==> config.mk <==
export PLATFORM = sky130hd
export DESIGN_NAME = link_power_monitor
export DESIGN_NICKNAME = d
export VERILOG_FILES = /design/src/rtl/lpm_pkg.sv /design/src/rtl/lpm_sync.sv /design/src/rtl/lpm_low_counter.sv /design/src/rtl/lpm_state_ctrl.sv /design/src/rtl/lpm_out_gate.sv /design/src/rtl/link_power_monitor.sv
export SDC_FILE = /design/constraint.sdc
export NUM_CORES = 1
export LEC_CHECK = 0
export ABC_AREA = 1
export ABC_CLOCK_PERIOD_IN_PS = 1500
export BUFFER_PORTS_ARGS = -buffer_cell sky130_fd_sc_hd__buf_2
export CORE_ASPECT_RATIO = 0.9
export CORE_MARGIN = 2
export CORE_UTILIZATION = 49
export CTS_BUF_LIST = sky130_fd_sc_hd__clkbuf_4 sky130_fd_sc_hd__clkbuf_8 sky130_fd_sc_hd__clkbuf_16
export DETAILED_ROUTE_END_ITERATION = 10
export PLACE_DENSITY = 0.65
export SYNTH_ARGS = -nofsm -noshare
export SYNTH_HDL_FRONTEND = slang
export SYNTH_SLANG_ARGS = --single-unit
==> constraint.sdc <==
create_clock -name clk -period 1.5 [get_ports clk]
set_clock_uncertainty 0.2 [all_clocks]
set_input_delay 0 -clock clk [delete_from_list [all_inputs] [get_ports clk]]
set_output_delay 0 -clock clk [all_outputs]
set_load 0.01 [all_outputs]
==> src/rtl/lpm_pkg.sv <==
// Package: shared power-mode encoding for the link power status monitor.
// Assumes: the 2-bit encoding is visible on the top-level port.
package lpm_pkg;
    typedef enum logic [1:0] {
        PM_DISABLED = 2'b00,
        PM_RESET    = 2'b01,
        PM_ACTIVE   = 2'b10
    } pmode_t;
endpackage

==> src/rtl/lpm_sync.sv <==
// Module: multi-stage synchronizer for one asynchronous level input.
// Assumes: the input is a level. One clock period of high is enough to be captured.
module lpm_sync #(
    parameter int STAGES = 2
) (
    input  logic clk,
    input  logic rst_n,
    input  logic din,
    output logic dout
);
    logic [STAGES-1:0] chain_q;

    generate
        for (genvar g = 0; g < STAGES; g++) begin : g_stage
            if (g == 0) begin : g_first
                // Purpose: capture the raw input into the first stage.
                always_ff @(posedge clk) begin
                    if (!rst_n) chain_q[0] <= 1'b0;
                    else        chain_q[0] <= din;
                end
            end else begin : g_next
                // Purpose: pass the level on to the next stage.
                always_ff @(posedge clk) begin
                    if (!rst_n) chain_q[g] <= 1'b0;
                    else        chain_q[g] <= chain_q[g-1];
                end
            end
        end
    endgenerate

    assign dout = chain_q[STAGES-1];
endmodule

==> src/rtl/lpm_low_counter.sv <==
// Module: counts consecutive low samples of the synchronized status line.
// Assumes: a high sample clears the count. The count saturates at DIS_TH.
module lpm_low_counter #(
    parameter int DIS_TH = 1280,
    parameter int CW     = $clog2(DIS_TH + 1)
) (
    input  logic          clk,
    input  logic          rst_n,
    input  logic          sample_hi,
    output logic [CW-1:0] low_cnt
);
    localparam logic [CW-1:0] SAT = CW'(DIS_TH);

    // Purpose: clear on a high sample, otherwise count up to saturation.
    always_ff @(posedge clk) begin
        if (!rst_n)              low_cnt <= '0;
        else if (sample_hi)      low_cnt <= '0;
        else if (low_cnt != SAT) low_cnt <= low_cnt + 1'b1;
    end

    // a high sample leaves the count at zero.
    p_clear_on_high_r1: assert property (@(posedge clk) disable iff (!rst_n)
        sample_hi |=> (low_cnt == '0));
    // once saturated, further low samples hold the count.
    p_saturate_r4: assert property (@(posedge clk) disable iff (!rst_n)
        (!sample_hi && low_cnt == SAT) |=> (low_cnt == SAT));
endmodule

==> src/rtl/lpm_state_ctrl.sv <==
// Module: three-mode power state machine driven by the low-run count.
// Assumes: RST_TH < DIS_TH. The state changes on the sample that exceeds a threshold.
module lpm_state_ctrl
    import lpm_pkg::*;
#(
    parameter int RST_TH = 128,
    parameter int DIS_TH = 1280,
    parameter int CW     = $clog2(DIS_TH + 1)
) (
    input  logic          clk,
    input  logic          rst_n,
    input  logic          sample_hi,
    input  logic [CW-1:0] low_cnt,
    output pmode_t        mode
);
    localparam logic [CW-1:0] RST_C = CW'(RST_TH);
    localparam logic [CW-1:0] DIS_C = CW'(DIS_TH);

    pmode_t mode_nxt;
    logic   past_dis;
    logic   past_rst;

    assign past_dis = !sample_hi && (low_cnt >= DIS_C);
    assign past_rst = !sample_hi && (low_cnt >= RST_C);

    // Purpose: choose the next mode from the current sample and the run length.
    always_comb begin
        mode_nxt = mode;
        unique case (mode)
            PM_ACTIVE: begin
                if (past_dis)      mode_nxt = PM_DISABLED;
                else if (past_rst) mode_nxt = PM_RESET;
            end
            PM_RESET: begin
                if (sample_hi)     mode_nxt = PM_ACTIVE;
                else if (past_dis) mode_nxt = PM_DISABLED;
            end
            PM_DISABLED: begin
                if (sample_hi)     mode_nxt = PM_ACTIVE;
            end
            default: mode_nxt = PM_DISABLED;
        endcase
    end

    // Purpose: hold the mode register. Hardware reset lands in disabled.
    always_ff @(posedge clk) begin
        if (!rst_n) mode <= PM_DISABLED;
        else        mode <= mode_nxt;
    end

    // any high sample brings the interface to active on the next cycle.
    p_wake_r7: assert property (@(posedge clk) disable iff (!rst_n)
        sample_hi |=> (mode == PM_ACTIVE));
    // the low sample that exceeds RST_TH moves active to reset.
    p_enter_reset_r3: assert property (@(posedge clk) disable iff (!rst_n)
        (mode == PM_ACTIVE && !sample_hi && low_cnt == RST_C) |=> (mode == PM_RESET));
    // the unused code never appears.
    p_legal_code_r9: assert property (@(posedge clk) disable iff (!rst_n)
        mode != 2'b11);
endmodule

==> src/rtl/lpm_out_gate.sv <==
// Module: derives the interface gating outputs from the power mode.
// Assumes: forcing rises as soon as the mode leaves active and falls one cycle after it returns.
module lpm_out_gate
    import lpm_pkg::*;
(
    input  logic   clk,
    input  logic   rst_n,
    input  pmode_t mode,
    input  logic   link_ctrl,
    output logic   force_zero,
    output logic   block_req,
    output logic   clk_en,
    output logic   link_on
);
    logic was_active_q;

    // Purpose: remember whether the previous cycle was already active.
    always_ff @(posedge clk) begin
        if (!rst_n) was_active_q <= 1'b0;
        else        was_active_q <= (mode == PM_ACTIVE);
    end

    // Purpose: combine the mode and its one-cycle history into the gate outputs.
    always_comb begin
        force_zero = !((mode == PM_ACTIVE) && was_active_q);
        block_req  = force_zero;
        clk_en     = (mode != PM_DISABLED);
        link_on    = (mode == PM_ACTIVE) && link_ctrl;
    end

    // forcing is still in place in the first active cycle.
    p_release_lag_r8: assert property (@(posedge clk) disable iff (!rst_n)
        $rose(mode == PM_ACTIVE) |-> force_zero);
    // outside active, both gates are closed.
    p_gated_when_low_r3: assert property (@(posedge clk) disable iff (!rst_n)
        (mode != PM_ACTIVE) |-> (force_zero && block_req));
endmodule

==> src/rtl/link_power_monitor.sv <==
// Module: top of the link power status monitor. Synchronizes the status line,
// measures low runs and drives the PHY-to-link interface power gating.
// Assumes: clk is free-running and never gated. RST_TH < DIS_TH.
module link_power_monitor
    import lpm_pkg::*;
#(
    parameter int RST_TH      = 128,
    parameter int DIS_TH      = 1280,
    parameter int SYNC_STAGES = 2
) (
    input  logic       clk,
    input  logic       rst_n,
    input  logic       lps_in,
    input  logic       link_ctrl,
    output logic       out_force_zero,
    output logic       req_block,
    output logic       sysclk_en,
    output logic       link_active,
    output logic [1:0] pwr_state
);
    localparam int CW = $clog2(DIS_TH + 1);

    logic          sample_hi;
    logic [CW-1:0] low_cnt;
    pmode_t        mode;

    lpm_sync #(.STAGES(SYNC_STAGES)) u_sync (
        .clk   (clk),
        .rst_n (rst_n),
        .din   (lps_in),
        .dout  (sample_hi)
    );

    lpm_low_counter #(.DIS_TH(DIS_TH), .CW(CW)) u_cnt (
        .clk       (clk),
        .rst_n     (rst_n),
        .sample_hi (sample_hi),
        .low_cnt   (low_cnt)
    );

    lpm_state_ctrl #(.RST_TH(RST_TH), .DIS_TH(DIS_TH), .CW(CW)) u_fsm (
        .clk       (clk),
        .rst_n     (rst_n),
        .sample_hi (sample_hi),
        .low_cnt   (low_cnt),
        .mode      (mode)
    );

    lpm_out_gate u_gate (
        .clk        (clk),
        .rst_n      (rst_n),
        .mode       (mode),
        .link_ctrl  (link_ctrl),
        .force_zero (out_force_zero),
        .block_req  (req_block),
        .clk_en     (sysclk_en),
        .link_on    (link_active)
    );

    assign pwr_state = mode;

    // in the disabled mode the system clock enable is off.
    p_no_clk_when_off_r4: assert property (@(posedge clk) disable iff (!rst_n)
        (pwr_state == 2'b00) |-> !sysclk_en);
    // the link-active flag never rises while the control bit is clear.
    p_link_needs_ctrl_r6: assert property (@(posedge clk) disable iff (!rst_n)
        link_active |-> link_ctrl);
endmodule

==> run metrics <==
finished layout cell area 0.001059 mm²; Final setup viols 0; Tightest Hold Check Type input port to output port; H-tree depth 1; # diodes 0; Yosys reg bits 16; Worst-Margin Slew roughly 0.25 ns; layout cells sized above 1 between 20% and 30%; crit path max fanout 3; Seq/Total Area, Yosys roughly 36%; TritonRoute pass-1 iters 4; largest net degree at the start of global routing 10; drt drc 0; Worst slew margin between 80 and 90%; sw power 0.2031 mW; Filler Cell Count ~160; CTS tree done; Clk pwr share approximately 33%; Avg Inst Size Synth 6.717 µm²; die height 44.51 µm; CP Data Arrival Time around 1.4 ns; Hold Slack 0.09318 ns; GRT Total Usage about 18%; core footprint roughly 0.0017 mm²; YS warnings 0; antenna violations before repair 0; RSZ-0062 raised after global routing yes; Slew Viols, Final 0; Switching Share approximately 24%; fin nets between 150 and 200; number of buffers inserted by port buffering 9; Synth Instances ~130; CTS clock-pin slew for the worst setup and hold paths 0.08 ns; Initial Utilization 52.58%; syn_nets between 100 and 150; WL/cell ~9.8 µm; Post-DP Area about 960 µm²; PD cells between 700 and 800 mW/mm²; grt ovf 0; hpwl dp about 1300 µm; Die Span X about 50 µm; r2r setup slk 0.12 ns; Combinational Power Share about 12%; final number of hold-violating endpoints 0; Tmin final roughly 1.4 ns; Clock Tree Buf Depth 2; synthesized area 893.4 µm²; Routability Congestion a little under 0.8; setup tns final 0 ns; post-route ant nets 0; f_max ~0.72 GHz; top-area cell type share of the netlist area 35.85%; Area contributors post-synth dfxtp_1, nand2_1, inv_1; Synth cell types 20; first-pass GRT wire length around 2900 µm; Ports 10; Util after Layout between 60% and 70%; root buffer cell clkbuf_4; Starting DRT DRC Count 26; Crit. End Element flop; cell row count 14; total CTS buffers 3; Max-cap violations 0; Vias around 840; status finished clean; clk_lat worst skew 0.29 ns; Flop pwr share 54.2%; number of vias per cell 4.860; vias in the first global route between 600 and 700; total die area between 0.002 and 0.0025 mm²; clock tree sinks 16; Routed WL around 1700 µm; internal power around 0.63 mW; area added between synthesis and finish 18.49%; Lkg Pwr slightly below 0.5 nW; startpoint types flop; CP required between 1 and 1.5 ns; VDD IR max around 0.4 mV; leading area contributor after synthesis dfxtp_1; worst setup path category flop to flop; Final Cycle Share between 90% and 100%
[power by group through the flow]
stage	Sequential, mW	Clock [mW]	Combinational, mW
6_report	0.453	0.280	0.104
5_1_grt	0.455	0.312	0.120
4_1_cts	0.449	0.291	0.0961
3_5_place_dp	0.459	0	0.0899
3_3_place_gp	0.458	0	0.0886
2_1_floorplan	0.459	0	0.0637
[registers in the layout (all words and copies together) (netlist names)]
name	cells
u_sync.dout	1
u_fsm.mode	2
u_gate.was_active_q	1
u_cnt.low_cnt	11
u_sync.chain_q	1
[metal layers]
metal / wire, µm / global-route usage, % / vias up
li1: - / - / 443
met1: 856 / 24.63 / 369
met2: 692 / 26.30 / 22
met3: 121 / 7.095 / 2
met4: 10 / 5.143 / 0
met5: 0 / 0 / -
[path summary, 6_finish.rpt]
check / from / end / depth (start not counted)
min: link_ctrl / link_active / 4
min reg2reg: u_sync.chain_q[0] / u_sync.dout / 2
max: u_cnt.low_cnt[0] / u_cnt.low_cnt[0] / 7
max reg2reg: u_cnt.low_cnt[0] / u_cnt.low_cnt[0] / 7
[cells by family after synthesis]
group           after synthesis  share of synthesized area (%)
xor+xnor                      4                          3.921
buf+inv                      27                          12.18
flops                        16                          35.85
simple gates                 78                          41.74
fa+ha+maj                     2                          2.801
compound gates                6                          3.501
[layout make-up]
type	instances	area (µm²)	share of cell area, %
clock buffer	4	36.28	3.428
inverter	25	93.84	8.865
multi-input combinational	90	491.7	46.45
sequential	16	324.1	30.61
tap	24	30.03	2.837
timing repair buffer	13	82.58	7.801
[metrics by stage]
step	total power [mW]	cells	setup slack, ns
after floorplan	0.5226	133	0.1673
after global placement	0.5467	165	0.1241
after detailed placement	0.5487	165	0.06886
after CTS	0.8360	172	0.02681
after global routing	0.8871	172	0.0004764
final	0.8369	172	0.1191
[critical path, stage by stage, from the launching register on]
cell     delay (ns)
dfxtp_2        0.35
inv_1          0.13
ha_4           0.16
nand4_1        0.09
nor2_1         0.17
nand3_1        0.09
nand2_1        0.06
nor2_1         0.04
[cells in the mapped netlist, drive strengths merged]
library cell	count
nor2	26
inv	25
nor3	6
nand2	29
a21oi	3
nand4	6
ha	2
a31oi	1
o21ai	2
xor2	4
dfxtp	16
nand3	11
buf	2
[cells in the final DEF, fill, tap and decap left out, types with 3 or more instances in the layout]
cell type,instances
inv_1,23
clkbuf_4,3
xor2_1,4
dfxtp_2,3
nor2_1,21
a21oi_1,3
dfxtp_1,13
nand2_1,28
buf_2,9
nor2_2,4
nand4_1,6
nand3_1,9
nor3_1,4
dlygate4sd3_1,3
[timing repair]
item / CTS / global route
hold buffers: 3 / 0
hold endpoints to repair: 10 / 0
resized for setup: 0 / 8
endpoints found under the setup margin: 0 / 7
buffers inserted: 0 / 0
Power figures use the tool's default switching activity.
